--- src/rtl/tdm6_pkg.sv ---
package tdm6_pkg;
  localparam int unsigned POS_W   = 8;
  localparam int unsigned N_CH    = 6;
  localparam int unsigned WB_W    = 5;
  localparam int unsigned SLOT128 = 20;
  localparam logic [POS_W-1:0] TC128   = 8'd127;
  localparam logic [POS_W-1:0] TC256   = 8'd255;
  localparam logic [POS_W-1:0] LAST128 = 8'd123;
  localparam logic [POS_W-1:0] LAST256 = 8'd223;

  typedef enum logic [1:0] {WL16 = 2'd0, WL20 = 2'd1, WL24 = 2'd2, WL24X = 2'd3} wlen_e;

  // effective word length; the 128-bit layout cannot carry more than 20 bits
  function automatic logic [WB_W-1:0] wlen_bits(input logic [1:0] code, input logic m256);
    case (wlen_e'(code))
      WL16:    wlen_bits = 5'd16;
      WL20:    wlen_bits = 5'd20;
      default: wlen_bits = m256 ? 5'd24 : 5'd20;
    endcase
  endfunction
endpackage

--- src/rtl/tdm6_sync.sv ---
module tdm6_sync #(
  parameter int unsigned W      = 3,
  parameter int unsigned STAGES = 2
) (
  input  logic         clk,
  input  logic         rst,
  input  logic [W-1:0] d,
  output logic [W-1:0] q
);
  logic [W-1:0] st [STAGES];

  always_ff @(posedge clk) begin
    if (rst) st[0] <= '0;
    else     st[0] <= d;
  end

  for (genvar i = 1; i < STAGES; i++) begin : g_stage
    always_ff @(posedge clk) begin
      if (rst) st[i] <= '0;
      else     st[i] <= st[i-1];
    end
  end

  assign q = st[STAGES-1];
endmodule

--- src/rtl/tdm6_frame_ctl.sv ---
module tdm6_frame_ctl
  import tdm6_pkg::*;
(
  input  logic             clk,
  input  logic             rst,
  input  logic             bit_stb,
  input  logic             lr_bit,
  input  logic             mode256,
  output logic [POS_W-1:0] cur_pos,
  output logic             act,
  output logic             frame_err
);
  logic             lr_prev, lr_seen, locked;
  logic [POS_W-1:0] pos_q;
  logic             start_edge, at_tc;

  always_comb begin
    start_edge = bit_stb & lr_seen &
                 (mode256 ? (lr_prev & ~lr_bit) : (~lr_prev & lr_bit));
    at_tc   = (pos_q == (mode256 ? TC256 : TC128));
    act     = start_edge | (bit_stb & locked & ~at_tc);
    cur_pos = start_edge ? '0 : pos_q + 1'b1;
  end

  always_ff @(posedge clk) begin
    if (rst) begin
      lr_prev   <= 1'b0;
      lr_seen   <= 1'b0;
      locked    <= 1'b0;
      pos_q     <= '0;
      frame_err <= 1'b0;
    end else begin
      frame_err <= 1'b0;
      if (bit_stb) begin
        lr_prev <= lr_bit;
        lr_seen <= 1'b1;
        if (start_edge) begin
          pos_q     <= '0;
          locked    <= 1'b1;
          frame_err <= locked & ~at_tc;
        end else if (locked) begin
          if (at_tc) begin
            locked    <= 1'b0;
            frame_err <= 1'b1;
          end else begin
            pos_q <= pos_q + 1'b1;
          end
        end
      end
    end
  end
endmodule

--- src/rtl/tdm6_slot_map.sv ---
module tdm6_slot_map
  import tdm6_pkg::*;
(
  input  logic [POS_W-1:0] pos,
  input  logic             mode256,
  input  logic [1:0]       wlen,
  output logic             cap,
  output logic [2:0]       ch,
  output logic             last
);
  logic            half;
  logic [1:0]      slot;
  logic [5:0]      off;
  logic [5:0]      h;
  logic [WB_W-1:0] wb;

  always_comb begin
    wb = wlen_bits(wlen, mode256);
    if (mode256) begin
      half = pos[7];
      slot = pos[6:5];
      off  = {1'b0, pos[4:0]};
      cap  = (slot != 2'd3) && (off != 6'd0) && (off <= {1'b0, wb});
      h    = '0;
    end else begin
      half = pos[6];
      h    = pos[5:0];
      if (h < 6'(SLOT128)) begin
        slot = 2'd0; off = h;
      end else if (h < 6'(2*SLOT128)) begin
        slot = 2'd1; off = h - 6'(SLOT128);
      end else if (h < 6'(3*SLOT128)) begin
        slot = 2'd2; off = h - 6'(2*SLOT128);
      end else begin
        slot = 2'd3; off = h - 6'(3*SLOT128);
      end
      cap = (slot != 2'd3) && (off < {1'b0, wb});
    end
    ch   = half ? ({1'b0, slot} + 3'd3) : {1'b0, slot};
    last = (pos == (mode256 ? LAST256 : LAST128));
  end
endmodule

--- src/rtl/tdm6_deser.sv ---
module tdm6_deser
  import tdm6_pkg::*;
#(
  parameter int unsigned SMP_W       = 24,
  parameter int unsigned SYNC_STAGES = 2
) (
  input  logic                    clk,
  input  logic                    rst,
  input  logic                    bclk_i,
  input  logic                    lrclk_i,
  input  logic                    sdata_i,
  input  logic                    mode256_i,
  input  logic [1:0]              wlen_i,
  output logic [N_CH*SMP_W-1:0]   smp_o,
  output logic                    valid_o,
  output logic                    frame_err_o
);
  logic [2:0]       syn;
  logic             b_d, bit_stb;
  logic [POS_W-1:0] cur_pos;
  logic             act, cap, last, done_q, valid_q;
  logic [2:0]       ch;
  logic [WB_W-1:0]  wb;
  logic [SMP_W-1:0] shd [N_CH];

  tdm6_sync #(.W(3), .STAGES(SYNC_STAGES)) i_sync (
    .clk(clk), .rst(rst), .d({bclk_i, lrclk_i, sdata_i}), .q(syn)
  );

  always_ff @(posedge clk) begin
    if (rst) b_d <= 1'b0;
    else     b_d <= syn[2];
  end
  assign bit_stb = syn[2] & ~b_d;

  tdm6_frame_ctl i_ctl (
    .clk(clk), .rst(rst), .bit_stb(bit_stb), .lr_bit(syn[1]),
    .mode256(mode256_i), .cur_pos(cur_pos), .act(act), .frame_err(frame_err_o)
  );

  tdm6_slot_map i_map (
    .pos(cur_pos), .mode256(mode256_i), .wlen(wlen_i),
    .cap(cap), .ch(ch), .last(last)
  );

  assign wb = wlen_bits(wlen_i, mode256_i);

  always_ff @(posedge clk) begin
    if (rst) begin
      done_q  <= 1'b0;
      valid_q <= 1'b0;
    end else begin
      done_q  <= act & last;
      valid_q <= done_q;
    end
  end
  assign valid_o = valid_q;

  for (genvar k = 0; k < N_CH; k++) begin : g_ch
    logic [SMP_W-1:0] ext;
    logic [SMP_W-1:0] out_q;

    always_ff @(posedge clk) begin
      if (rst)
        shd[k] <= '0;
      else if (act && cap && (ch == 3'(k)))
        shd[k] <= {shd[k][SMP_W-2:0], syn[0]};
    end

    always_comb begin
      for (int i = 0; i < SMP_W; i++)
        ext[i] = (i < int'(wb)) ? shd[k][i] : shd[k][wb - 1'b1];
    end

    always_ff @(posedge clk) begin
      if (rst)         out_q <= '0;
      else if (done_q) out_q <= ext;
    end

    assign smp_o[k*SMP_W +: SMP_W] = out_q;
  end
endmodule

--- config.mk ---
export PLATFORM = sky130hd
export DESIGN_NAME = tdm6_deser
export DESIGN_NICKNAME = d
export VERILOG_FILES = /design/src/rtl/tdm6_pkg.sv /design/src/rtl/tdm6_sync.sv /design/src/rtl/tdm6_frame_ctl.sv /design/src/rtl/tdm6_slot_map.sv /design/src/rtl/tdm6_deser.sv
export SDC_FILE = /design/constraint.sdc
export NUM_CORES = 1
export LEC_CHECK = 0
export BUFFER_PORTS_ARGS = -buffer_cell sky130_fd_sc_hd__buf_2
export CORE_ASPECT_RATIO = 0.7
export CORE_UTILIZATION = 51
export CTS_BUF_LIST = sky130_fd_sc_hd__clkbuf_8
export DETAILED_ROUTE_END_ITERATION = 10
export PLACE_DENSITY = 0.71
export SYNTH_ARGS = -nofsm -noshare
export SYNTH_HDL_FRONTEND = slang
export SYNTH_SLANG_ARGS = --single-unit
--- constraint.sdc ---
create_clock -name clk -period 6 [get_ports clk]
set_input_delay 0.3 -clock clk [delete_from_list [all_inputs] [get_ports clk]]
set_output_delay 0.3 -clock clk [all_outputs]
set_load 0.02 [all_outputs]
Yosys cells after proc, flatten, opt, wreduce, memory -nomap -nowiden
Memories as Yosys holds them, arrays and structs flattened.
Index checks and enable logic that the tools add are counted.
{"block": "word_totals", "ff_bits": 159, "latch_bits": 0, "mem_bits_rw": 150, "mem_bits_ro": 0, "in_bits": 8, "out_inout_bits": 146, "wordCells": 314, "memories": 2}
{"block": "classes", "n_addsub": 6, "n_mul": 0, "div": 0, "n_lt_le_gt_ge": 30, "n_eq_ne": 11, "shifts": 0, "mux": 212, "n_bitwise": 23, "n_reduce_logical": 16}
{"name": "shd", "depth": 6, "word_bits": 24, "read_ports": 6, "rd_ports_with_merged_regs": 0, "write_ports": 6, "line": "tdm6_deser.sv:24", "rtl": "logic [SMP_W-1:0] shd [N_CH];"}
{"name": "i_sync.st", "depth": 2, "word_bits": 3, "read_ports": 2, "rd_ports_with_merged_regs": 0, "write_ports": 2, "line": "tdm6_sync.sv:10", "rtl": "logic [W-1:0] st [STAGES];"}
{"cell": "$mux 1", "n": 181}
{"cell": "$mux 24", "n": 6}
{"cell": "$mux 8", "n": 6}
{"cell": "$lt 4x5->1 const A", "n": 8}
{"cell": "$lt 5x5->1 const A", "n": 8}
{"cell": "$bmux 1 s5", "n": 6}
{"cell": "$mux 6", "n": 4}
{"cell": "$lt 3x5->1 const A", "n": 4}
{"cell": "$eq 8x8->1", "n": 2}
{"cell": "$lt 6x6->1 const B", "n": 2}
{"cell": "$sub 6x6->6 const B", "n": 2}
{"cell": "$logic_and 1x1->1", "n": 10}
{"cell": "$lt 1x5->1 const A", "n": 2}
{"cell": "$lt 2x5->1 const A", "n": 2}
{"cell": "$and 1x1->1", "n": 9}
{"cell": "$mux 3", "n": 3}
{"cell": "$or 1x1->1", "n": 9}
{"cell": "$add 8x1->8 const B", "n": 1}
{"cell": "$mux 2", "n": 4}
{"cell": "$pmux 4 s2", "n": 1}
{"cell": "$eq 3x2->1 const B", "n": 2}
{"cell": "$eq 3x3->1 const B", "n": 2}
{"cell": "$lt 5x6->1 const B", "n": 1}
{"cell": "$lt 6x5->1", "n": 1}
{"cell": "other kinds (17)", "n": 22}

Logic depth before layout (Yosys ltp)
Gate-level depths: netlist (run 1).
An unclocked memory read counts as a cell.
{"block": "logic_depth", "word_depth": 20, "mapped_depth": 18, "mapped_depth_nobuf": 15}

Hierarchy
From an unflattened synthesis (run 1), not the netlist that was laid out.
{"block": "hier_totals", "hier_cells": 1042, "area_unflattened_um2": 12315.6}
{"mod": "tdm6_deser", "instances": 1, "cells_per_inst": 877, "area_each_um2": 10963.0, "seq_area_each_um2": 7267.0}
{"mod": "tdm6_frame_ctl", "instances": 1, "cells_per_inst": 81, "area_each_um2": 690.7, "seq_area_each_um2": 240.2}
{"mod": "tdm6_slot_map", "instances": 1, "cells_per_inst": 72, "area_each_um2": 504.2, "seq_area_each_um2": 0.0}
{"mod": "tdm6_sync", "instances": 1, "cells_per_inst": 12, "area_each_um2": 157.7, "seq_area_each_um2": 120.1}

Worst setup path after synthesis (run 1)
OpenSTA, ideal clock, no wires.
{"block": "synth_path", "kind": "register to register", "from": "register i_ctl.pos_q[1]", "to": "memory shd[2][0], enable pin", "arrival_ns": 4.202, "t_required_ns": 5.590, "slack_ns": 1.388, "stages_incl_launch_ff": 18, "synth_period_minus_slack_ns": 4.612, "cell_sequence": "dfxtp_1 > ha_1 > buf_2 > xor2_1 > nand2_1 > inv_1 > ha_1 > nor3_1 > o211ai_1 > o21a_1 > a21oi_1 > ha_1 > nor3b_1 > a22oi_1 > a211oi_2 > buf_2 > nand2b_1 > o21bai_1"}
{"item": "from (decl)", "line": "tdm6_frame_ctl.sv:14", "rtl": "logic [POS_W-1:0] pos_q;"}
{"item": "from (signal assigned)", "line": "tdm6_frame_ctl.sv:46", "rtl": "pos_q <= pos_q + 1'b1;"}
{"item": "to (decl)", "line": "tdm6_deser.sv:24"}

==> metrics.md, run 1 <==
| Metric | Value |
|---|---|
| Rows | 48 |
| Top-area cell type share of the netlist area | 33.6% |
| All-Layer GR Usage | 23.8% |
| Number of inserted diodes | 0 |
| Status | complete, no violations |
| Detailed Route Iter0 Violations | 891 |
| Asr flop ratio synth | 0% |
| Via Count | 9239 |
| Syn_nets | 1158 |
| Worst hold stages | 2 |
| VDD IR max | 0.000172 V |
| GRT overflow | 0 |
| Gpl congestion | 0.833 |
| Setup CP Type | reg -> reg |
| Post-route insts no fill | 1631 |
| WP data arrival | 5.20 ns |
| Fillers | 2068 |
| Min Tclk post-route | 5.00 ns |
| CP Max Fanout | 24 |
| Netlist cell types | 71 |
| Placed Instances | 1543 |
| Worst reg2reg path depth | 15 |
| Avg Cell Area, Syn | 11.3 um2 |
| DR DRC count | 0 |
| First-pass GRT wire length | 47.9 mm |
| First drt pass iteration count | 5 |
| Final Hold Fails | 0 |
| Clk buf depth | 3 |
| RSZ-0062 raised after global routing | false |
| CP Cell Sequence | ha_1 -> xor2_1 -> nand2_1 -> inv_1 -> ha_1 -> nor3_1 -> o211ai_1 -> o21a_1 -> a21oi_1 -> ha_1 -> nor2_1 -> a22oi_1 -> nor3b_1 -> and2_1 -> a31o_2 |
| Reg2reg start | i_ctl.pos_q[0] |
| Top FF cell, synth | dfxtp_1 |
| Pin count of the biggest net entering global routing | 102 |
| Total negative slack | 0 ns |
| CP startpoint kind | flip-flop |
| Post-Syn Area | 12900 um2 |
| Core box area | 24700 um2 |
| Root buf cell | clkbuf_8 |
| Total Wirelength | 30.6 mm |
| Post-synth top cells | dfxtp_1 (165), nor2_1 (152), edfxtp_1 (144) |
| Skew final | 0.0162 ns |
| Via density per instance | 5.66 |
| Area Overhead vs Synth | 14.0% |
| Initial antenna violation count | 0 |
| Endpoint class of the critical path | flip-flop |
| Power density cells | 272 nW/um2 |
| Die width | 192 um |
| #FFs+latches synth | 309 |
| Hold-fix buffer count after cts | 3 |
| Pins over their slew limit | 0 |
| DP HPWL | 19.7 mm |
| Fmax | 0.200 GHz |
| CTS tree | built |
| Worst Hold End | i_ctl.lr_prev |
| Register area share after synthesis | 59.2% |
| Number of global-route vias before repair | 8585 |
| # nets final | 1287 |
| Cts repair resizes | 0 |
| CP peak stage delay | 0.65 ns |
| Cell taking the most area after synthesis | edfxtp_1 |
| Tot Pwr | 0.00399 W |
| Worst-Skew Late Latency | 0.57 ns |
| Synth top area cells | edfxtp_1 (34%), dfxtp_1 (26%), mux2i_1 (7.7%), and3_1 (6.7%), nor2_1 (4.4%) |
| Slew HR | 19.5% |
| Static leakage | 6.15 nW |
| Chip height | 135 um |
| Share of cells above drive strength 1 | 20.9% |
| CP most frequent cell | ha_1 |
| Worst Path Required | 6.20 ns |
| Worst reg2reg setup slack | 1.0 ns |
| Tcrit/Tclk final | 83.4% |
| Num CTS Buffers | 46 |
| Antenna-violating nets left | 0 |
| Max stage delay cell, worst path | a31o_2 |
| H-Tree Depth | 2 |
| Synth warnings | 0 |
| Worst-Margin Slew | 1.21 ns |
| Starting density of the core | 52.0% |
| Most frequent cell after synthesis | dfxtp_1 |
| Worst hold path type | in -> reg |
| Boundary Pins | 154 |
| Hold_sp | rst |
| Instance count of the mapped netlist | 1140 |
| Post-CTS setup buffers | 0 |
| Final Setup Violations | 0 |
| TritonCTS Sinks | 309 |
| Post-synth EDFFs | 144 |
| Crit Reg-Reg Endpoint | shd[1][8] |
| IO Port Bufs | 153 |
| Die ar. | 25900 um2 |
| Wire per inst | 18.7 um |
| CTS clk-pin slew, worst paths | 0.06 ns |
| Max Cap Viol | 0 |
cell usage in the layout (no fill, tap or decap), types with 15 or more instances in the layout:
cell type and instances:
o211ai_1 38, dfxtp_1 164, and3_1 138, nor2_1 152, mux2i_1 99, nand2_1 55, buf_2 152, buf_4 15
nor3_1 28, clkbuf_8 51, edfxtp_1 144, inv_1 38, a21oi_1 54
cell type report:
type / count / area [um2] / area share [%]
sequential: 309 / 7630 / 52.0
multi-input combinational: 724 / 4810 / 32.7
timing repair buffer: 172 / 935 / 6.37
clock buffer: 51 / 702 / 4.78
tap: 325 / 407 / 2.77
clock inverter: 34 / 138 / 0.938
inverter: 16 / 60.1 / 0.409
power breakdown:
group	internal [W]	switching, W
Sequential	0.00224	0.0000297
Clock	0.000779	0.000797
Combinational	0.0000383	0.000100
Total	0.00306	0.000927
cell families after synthesis:
kind of cell	synth area share, %
flip-flops	59.2
adder cells (fa/ha/maj)	1.06
multiplexers	9.53
AND/OR/NAND/NOR	17.4
AO/OA/AOI/OAI	8.07
buffers and inverters	3.67
XOR/XNOR	1.01
through the flow:
step,hold WS [ns],worst slack [ns],util [%],area [um2]
3_3_place_gp,0.425,1.26,55.8,13800
2_1_floorplan,0.414,1.39,-,12900
5_1_grt,0.257,0.663,59.3,14700
6_report,0.229,0.996,59.3,14700
3_5_place_dp,0.424,1.13,55.8,13800
4_1_cts,0.247,1.07,59.3,14700
sequential cells by signal, summed over array words and instances (netlist names):
signal	flops
g_ch.out_q	144
shd	144
i_ctl.pos_q	8
i_sync.st	6
b_d	1
done_q	1
i_ctl.frame_err	1
i_ctl.locked	1
i_ctl.lr_prev	1
i_ctl.lr_seen	1
valid_o	1
worst max-delay path by stage:
stage / depth (start not counted) / endpoint / slack, ns / startpoint
finish: 15 / shd[1][8] / 1.0 / i_ctl.pos_q[0]
global route: 15 / shd[0][8] / 0.66 / i_ctl.pos_q[0]
CTS: 15 / shd[1][4] / 1.07 / i_ctl.pos_q[0]
detailed placement: 15 / shd[0][13] / 1.13 / i_ctl.pos_q[0]
global placement: 15 / shd[0][18] / 1.26 / i_ctl.pos_q[0]
floorplan: 17 / shd[2][0] / 1.39 / i_ctl.pos_q[1]
routing by layer:
| layer | vias up | GRT usage, % | share of wire [%] |
|---|---|---|---|
| met2 | 308 | 32.3 | 41 |
| li1 | 4376 | - | - |
| met5 | - | 0 | 0 |
| met3 | 55 | 5.22 | 7.0 |
| met1 | 4500 | 37.4 | 50 |
| met4 | 0 | 6.88 | 1.7 |
worst max-delay path, delay by kind of cell, from the launching register on:
family                     cells  cell delay, ns
AOI/OAI and AO/OA              5            1.53
and+or+nand+nor                5            1.21
adders and majority gates      3            1.04
DFF                            1            0.54
xor gates and xnor gates       1            0.20
buffers and inverters          1            0.06
No activity file was read; power rests on OpenSTA's default activity.
==> run 2: changes to the inputs <==
Settings changed: PLACE_DENSITY 0.71 to 0.74.
Clock period 6 ns to 4.28 ns, I/O delays scaled along.
==> metrics.md, run 2 (synthesis results as in run 1) <==
| Metric | Value |
|---|---|
| Number of inserted diodes | 0 (unchanged) |
| Final Hold Fails | 0 (unchanged) |
| Num CTS Buffers | 45 (was 46) |
| Boundary Pins | 154 (unchanged) |
| # nets final | 1295 (was 1287) |
| Setup CP Type | reg -> reg (unchanged) |
| CP Max Fanout | 46 (was 24) |
| Endpoint class of the critical path | flip-flop (unchanged) |
| Slew HR | 32.6% (was 19.5%) |
| Antenna-violating nets left | 0 (unchanged) |
| Commonest non-fill, non-tap cell in the layout | dfxtp_1 (unchanged) |
| Final Setup Violations | 0 (unchanged) |
| IO Port Bufs | 153 (unchanged) |
| Die width | 192 um (unchanged) |
| First drt pass iteration count | 6 (was 5) |
| Post-CTS setup buffers | 0 (unchanged) |
| Tot Pwr | 0.00571 W (was 0.00399 W) |
| Rows | 48 (unchanged) |
| DR DRC count | 0 (unchanged) |
| Number of global-route vias before repair | 8347 (was 8585) |
| GRT overflow | 0 (unchanged) |
| CP startpoint kind | flip-flop (unchanged) |
| Initial antenna violation count | 0 (unchanged) |
| Hold_sp | rst (unchanged) |
| Placement Cell Area | 13900 um2 (was 13800 um2) |
| Placed Instances | 1552 (was 1543) |
| CP Cell Sequence | and3_4 -> xnor2_2 -> or2_2 -> inv_1 -> ha_1 -> nor3_1 -> o211ai_1 -> o21a_1 -> a21oi_1 -> ha_1 -> nor2_1 -> a22oi_1 -> nor3b_1 -> and2_1 -> buf_4 -> and3_1 (was ha_1 -> xor2_1 -> nand2_1 -> inv_1 -> ha_1 -> nor3_1 -> o211ai_1 -> o21a_1 -> a21oi_1 -> ha_1 -> nor2_1 -> a22oi_1 -> nor3b_1 -> and2_1 -> a31o_2) |
| CP most frequent cell | ha_1 (unchanged) |
| Post-route insts no fill | 1639 (was 1631) |
| Worst reg2reg setup slack | 0.38 ns (was 1.0 ns) |
| Worst-Margin Slew | 1.01 ns (was 1.21 ns) |
| Core box area | 24700 um2 (unchanged) |
| Via density per instance | 5.64 (was 5.66) |
| Starting density of the core | 52.0% (unchanged) |
| Area Overhead vs Synth | 15.6% (was 14.0%) |
| CTS tree | built (unchanged) |
| Top flop regs | g_ch.out_q (144), shd (144), i_ctl.pos_q (8) (unchanged) |
| Max Cap Viol | 0 (unchanged) |
| WP data arrival | 4.31 ns (was 5.20 ns) |
| Die ar. | 25900 um2 (unchanged) |
| H-Tree Depth | 2 (unchanged) |
| TritonCTS Sinks | 309 (unchanged) |
| Power density cells | 384 nW/um2 (was 272 nW/um2) |
| Reg area | 7630 um2 (about the same) |
| Clk buf depth | 3 (unchanged) |
| Skew final | 0.0221 ns (was 0.0162 ns) |
| Commonest non-fill, non-tap cells in the layout | dfxtp_1 (161), nor2_1 (152), buf_2 (152) (was dfxtp_1 (164), nor2_1 (152), buf_2 (152)) |
| Reg2reg start | i_ctl.pos_q[1] (was i_ctl.pos_q[0]) |
| Detailed Route Iter0 Violations | 796 (was 891) |
| Tcrit/Tclk final | 91.1% (was 83.4%) |
| Fmax | 0.256 GHz (was 0.200 GHz) |
| Max stage delay cell, worst path | dfxtp_2 (was a31o_2) |
| Wire per inst | 18.2 um (was 18.7 um) |
| VDD IR max | 0.000284 V (was 0.000172 V) |
| Final instance area | 14900 um2 (was 14700 um2) |
| Setup crit start | i_ctl.pos_q[1] (was i_ctl.pos_q[0]) |
| CP peak stage delay | 0.37 ns (was 0.65 ns) |
| Pin count of the biggest net entering global routing | 129 (was 102) |
| Gpl congestion | 0.898 (was 0.833) |
| Pins over their slew limit | 0 (unchanged) |
| DP HPWL | 19.2 mm (was 19.7 mm) |
| Total Wirelength | 29.9 mm (was 30.6 mm) |
| RSZ-0062 raised after global routing | false (unchanged) |
| Status | complete, no violations (unchanged) |
| Worst hold path type | in -> reg (unchanged) |
| Root buf cell | clkbuf_8 (unchanged) |
| Min Tclk post-route | 3.90 ns (was 5.00 ns) |
| Worst-Skew Late Latency | 0.57 ns (about the same) |
| CTS clk-pin slew, worst paths | 0.06 ns (about the same) |
| All-Layer GR Usage | 22.8% (was 23.8%) |
| Worst Path Required | 4.69 ns (was 6.20 ns) |
| Chip height | 135 um (unchanged) |
| Via Count | 9245 (was 9239) |
| Share of cells above drive strength 1 | 22.1% (was 20.9%) |
| Fillers | 2017 (was 2068) |
| Static leakage | 6.21 nW (was 6.15 nW) |
| Multi-input gate area | 4810 um2 (about the same) |
| First-pass GRT wire length | 46.4 mm (was 47.9 mm) |
[run 2: cell count changes in the layout (fill, tap and decap cells not counted), moves of 2 or more]
cell      delta
buf_12       +5
buf_4        +2
buf_6        +2
clkbuf_8     +2
clkinv_1     +2
dfxtp_1      -3
dfxtp_2      +3
inv_1        -7
[run 2: per-layer routing]
layer,global-route usage (%),up-vias,wire [um]
li1,-,4392,-
met1,36.6,4459,14800
met2,30.8,358,12300
met3,4.55,36,2390
met4,6.04,0,421
met5,0,-,0
[run 2: worst paths after layout]
| check | end | depth (start not counted) |
|---|---|---|
| worst max-delay path | shd[1][21] | 16 |
| worst min-delay path | i_ctl.lr_prev | 2 |
| worst max register to register | shd[1][21] | 16 |
| worst min register to register | i_sync.st[1][2] | 1 |
[run 2: worst max-delay path: cells and delay by family, from the launching register on]
kind | cells | cell delay, ns
xor gates and xnor gates | 1 | 0.37
and+or+nand+nor | 7 | 1.38
AOI/OAI and AO/OA | 4 | 0.78
adders and majority gates | 2 | 0.43
buffers and inverters | 2 | 0.42
DFF | 1 | 0.37
[run 2: timing repair]
item                                    4_1_cts  5_1_grt
endpoints found under the setup margin        0      239
hold buffers                                  3        0
hold endpoints to repair                      3        0
resized for setup                             0        7
[run 2: through the flow]
stage               TNS (ns)  setup WS [ns]  util (%)  hold WS, ns
floorplan             -15.94         -0.332         -        0.342
global placement           0          0.440      56.3        0.424
detailed placement         0          0.217      56.3        0.429
CTS                        0          0.188      60.1        0.185
global route               0         0.0197      60.1        0.208
finish                     0          0.380      60.1        0.175
[run 2: power by group]
part / leakage, nW / total (W) / switching, W / internal [W]
logic: 2.92 / 0.000204 / 0.000142 / 0.0000622
registers: 2.78 / 0.00318 / 0.0000414 / 0.00314
clock network: 0.513 / 0.00232 / 0.00113 / 0.00119
[run 2: layout make-up]
type	instances	share of cell area, %
clock inverters	31	1.09
clock buffers	53	4.90
flip-flops and latches	309	51.3
inverters	16	0.404
well taps	325	2.73
repair buffers	181	7.21
multi-input cells	724	32.3
==> run 3: changes to the inputs <==
Settings changed: CORE_MARGIN set to 1.5, PLACE_DENSITY 0.74 to 0.71.
Clock period 4.28 ns to 4.1 ns, I/O delays scaled along.
==> metrics.md, run 3 (synthesis results as in run 1) <==
| Metric | Value |
|---|---|
| Status | complete, no violations (unchanged) |
| Int Pwr | 0.00474 W (was 0.00440 W) |
| Worst Hold End | g_ch[4].out_q[4] (was i_ctl.lr_prev) |
| Wire per inst | 18.5 um (was 18.2 um) |
| First drt pass iteration count | 5 (was 6) |
| Commonest non-fill, non-tap cell in the layout | dfxtp_1 (unchanged) |
| Worst hold stages | 2 (unchanged) |
| Max Cap Viol | 0 (unchanged) |
| Pins over their slew limit | 0 (unchanged) |
| VDD IR max | 0.000231 V (was 0.000284 V) |
| Static leakage | 6.35 nW (was 6.21 nW) |
| Final WS setup | 0.270 ns (was 0.380 ns) |
| Rows | 48 (unchanged) |
| Power density cells | 406 nW/um2 (was 384 nW/um2) |
| Slew HR | 39.1% (was 32.6%) |
| RSZ-0062 raised after global routing | false (unchanged) |
| Worst hold path type | in -> reg (unchanged) |
| Number of inserted diodes | 0 (unchanged) |
| Placement Cell Area | 14100 um2 (was 13900 um2) |
| Total Wirelength | 30.6 mm (was 29.9 mm) |
| Root buf cell | clkbuf_8 (unchanged) |
| Final instance area | 15100 um2 (was 14900 um2) |
| Starting density of the core | 52.0% (unchanged) |
| Tot Pwr | 0.00612 W (was 0.00571 W) |
| Boundary Pins | 154 (unchanged) |
| Antenna-violating nets left | 0 (unchanged) |
| Core box area | 24700 um2 (unchanged) |
| IO Port Bufs | 153 (unchanged) |
| Combinational Power Share | 3.5% (was 3.6%) |
| All-Layer GR Usage | 23.5% (was 22.8%) |
| Endpoint class of the critical path | flip-flop (unchanged) |
| GRT overflow | 0 (unchanged) |
| Hold_sp | rst (unchanged) |
| Area Overhead vs Synth | 17.1% (was 15.6%) |
| Pin count of the biggest net entering global routing | 98 (was 129) |
| DR DRC count | 0 (unchanged) |
| Clk buf depth | 3 (unchanged) |
| Reg2reg start | i_ctl.pos_q[0] (was i_ctl.pos_q[1]) |
| Final Hold Fails | 0 (unchanged) |
| WP data arrival | 4.17 ns (was 4.31 ns) |
| CP startpoint kind | flip-flop (unchanged) |
| Setup CP Type | reg -> reg (unchanged) |
| Gpl congestion | 0.866 (was 0.898) |
| Via Count | 9294 (was 9245) |
| Min Tclk post-route | 3.83 ns (was 3.90 ns) |
| P_sw | 0.00137 W (was 0.00131 W) |
| Worst reg2reg setup slack | 0.27 ns (was 0.38 ns) |
| Commonest non-fill, non-tap cells in the layout | dfxtp_1 (164), nor2_1 (152), buf_2 (152) (was dfxtp_1 (161), nor2_1 (152), buf_2 (152)) |
| DP HPWL | 20.1 mm (was 19.2 mm) |
| Net Sw Frac | 22.5% (was 22.9%) |
| Worst reg2reg path depth | 14 (was 16) |
| Die ar. | 26200 um2 (was 25900 um2) |
| Final Setup Violations | 0 (unchanged) |
| Skew final | 0.0216 ns (was 0.0221 ns) |
| Initial antenna violation count | 1 (was 0) |
| Worst-Skew Late Latency | 0.55 ns (was 0.57 ns) |
| Die width | 193 um (was 192 um) |
| Clk network pwr share | 42.1% (was 40.7%) |
| CTS clk-pin slew, worst paths | 0.07 ns (was 0.06 ns) |
| Detailed Route Iter0 Violations | 855 (was 796) |
| Tcrit/Tclk final | 93.4% (was 91.1%) |
| CP Max Fanout | 14 (was 46) |
| Worst Path Required | 4.44 ns (was 4.69 ns) |
| TritonCTS Sinks | 309 (unchanged) |
| Fmax | 0.261 GHz (was 0.256 GHz) |
| Crit Reg-Reg Endpoint | shd[4][0] (was shd[1][21]) |
| Chip height | 136 um (was 135 um) |
| Number of global-route vias before repair | 8501 (was 8347) |
| Num CTS Buffers | 46 (was 45) |
| CTS tree | built (unchanged) |
| Via density per instance | 5.62 (was 5.64) |
| Worst-Margin Slew | 0.912 ns (was 1.01 ns) |
| Pre-CTS WS | 0.210 ns (was 0.217 ns) |
| H-Tree Depth | 2 (unchanged) |
| # nets final | 1310 (was 1295) |
| Top flop regs | g_ch.out_q (144), shd (144), i_ctl.pos_q (8) (unchanged) |
| Share of cells above drive strength 1 | 23.0% (was 22.1%) |
| Flop pwr share | 54.3% (was 55.8%) |
| First-pass GRT wire length | 48.0 mm (was 46.4 mm) |
run 3: changes by cell type in the layout (fill, tap and decap cells not counted), moves of 2 or more:
cell       previous run  this run
buf_4                17        31
clkinv_1              7         2
inv_1                31        35
dfxtp_1             161       164
dfxtp_2               3         0
bufinv_16             1         3
o21bai_2              5         3
o21bai_4              0         2
run 3: worst max-delay path: stages (launching register included):
cell and delay, ns:
dfxtp_1 0.42, ha_1 0.24, buf_4 0.22, and4_1 0.24
or2_1 0.22, mux2_2 0.36, a21oi_1 0.15, ha_1 0.26
a31oi_1 0.14, o211ai_1 0.11, a22oi_1 0.25, o22ai_4 0.17
or3b_1 0.42, buf_4 0.16, nor3_1 0.27
run 3: timing repair:
action | in CTS | in global routing
resized for setup | 0 | 4
buffers inserted | 0 | 0
hold buffers | 3 | 0
endpoints found under the setup margin | 0 | 147
endpoints found under the hold margin | 3 | 0
run 3: layer usage:
layer | vias up | track usage (%) | share of wire [%]
li1 | 4420 | - | -
met1 | 4507 | 38.1 | 50
met2 | 341 | 32.1 | 42
met3 | 26 | 4.21 | 7.5
met4 | 0 | 4.96 | 1.2
met5 | - | 0 | 0
run 3: power by group through the flow:
stage | registers, W | clock network (W) | logic [W]
after CTS | 0.00332 | 0.00264 | 0.000218
after global routing | 0.00333 | 0.00277 | 0.000238
after global placement | 0.00339 | 0 | 0.000212
after detailed placement | 0.00339 | 0 | 0.000215
after floorplan | 0.00337 | 0 | 0.000144
final | 0.00332 | 0.00258 | 0.000217
run 3: final cells by class:
cell class / count / area, um2
sequential: 309 / 7630
multi-input combinational: 724 / 4840
timing repair buffer: 195 / 1190
clock inverter: 32 / 216
tap: 325 / 407
fill: 2047 / 9660
inverter: 16 / 60.1
clock buffer: 54 / 743
run 3: through the flow:
| stage | instances | utilization (%) | TNS, ns | hold WS (ns) |
|---|---|---|---|---|
| finish | 1655 | 61.0 | 0 | 0.150 |
| floorplan | 1140 | - | -21.38 | 0.333 |
| detailed placement | 1566 | 56.9 | 0 | 0.421 |
| CTS | 1655 | 60.9 | 0 | 0.159 |
| global route | 1655 | 61.0 | 0 | 0.187 |
| global placement | 1566 | 56.9 | 0 | 0.426 |
run 3: worst max path at each step:
stage	startpoint	to	slack [ns]	cells after the start
floorplan	i_ctl.pos_q[1]	shd[4][0]	-0.45	17
global placement	mode256_i	shd[0][15]	0.33	17
detailed placement	mode256_i	shd[1][4]	0.21	17
CTS	i_sync.st[1][1]	shd[1][0]	0.19	16
global route	i_ctl.pos_q[0]	shd[1][0]	0.02	16
finish	i_ctl.pos_q[0]	shd[4][0]	0.27	14
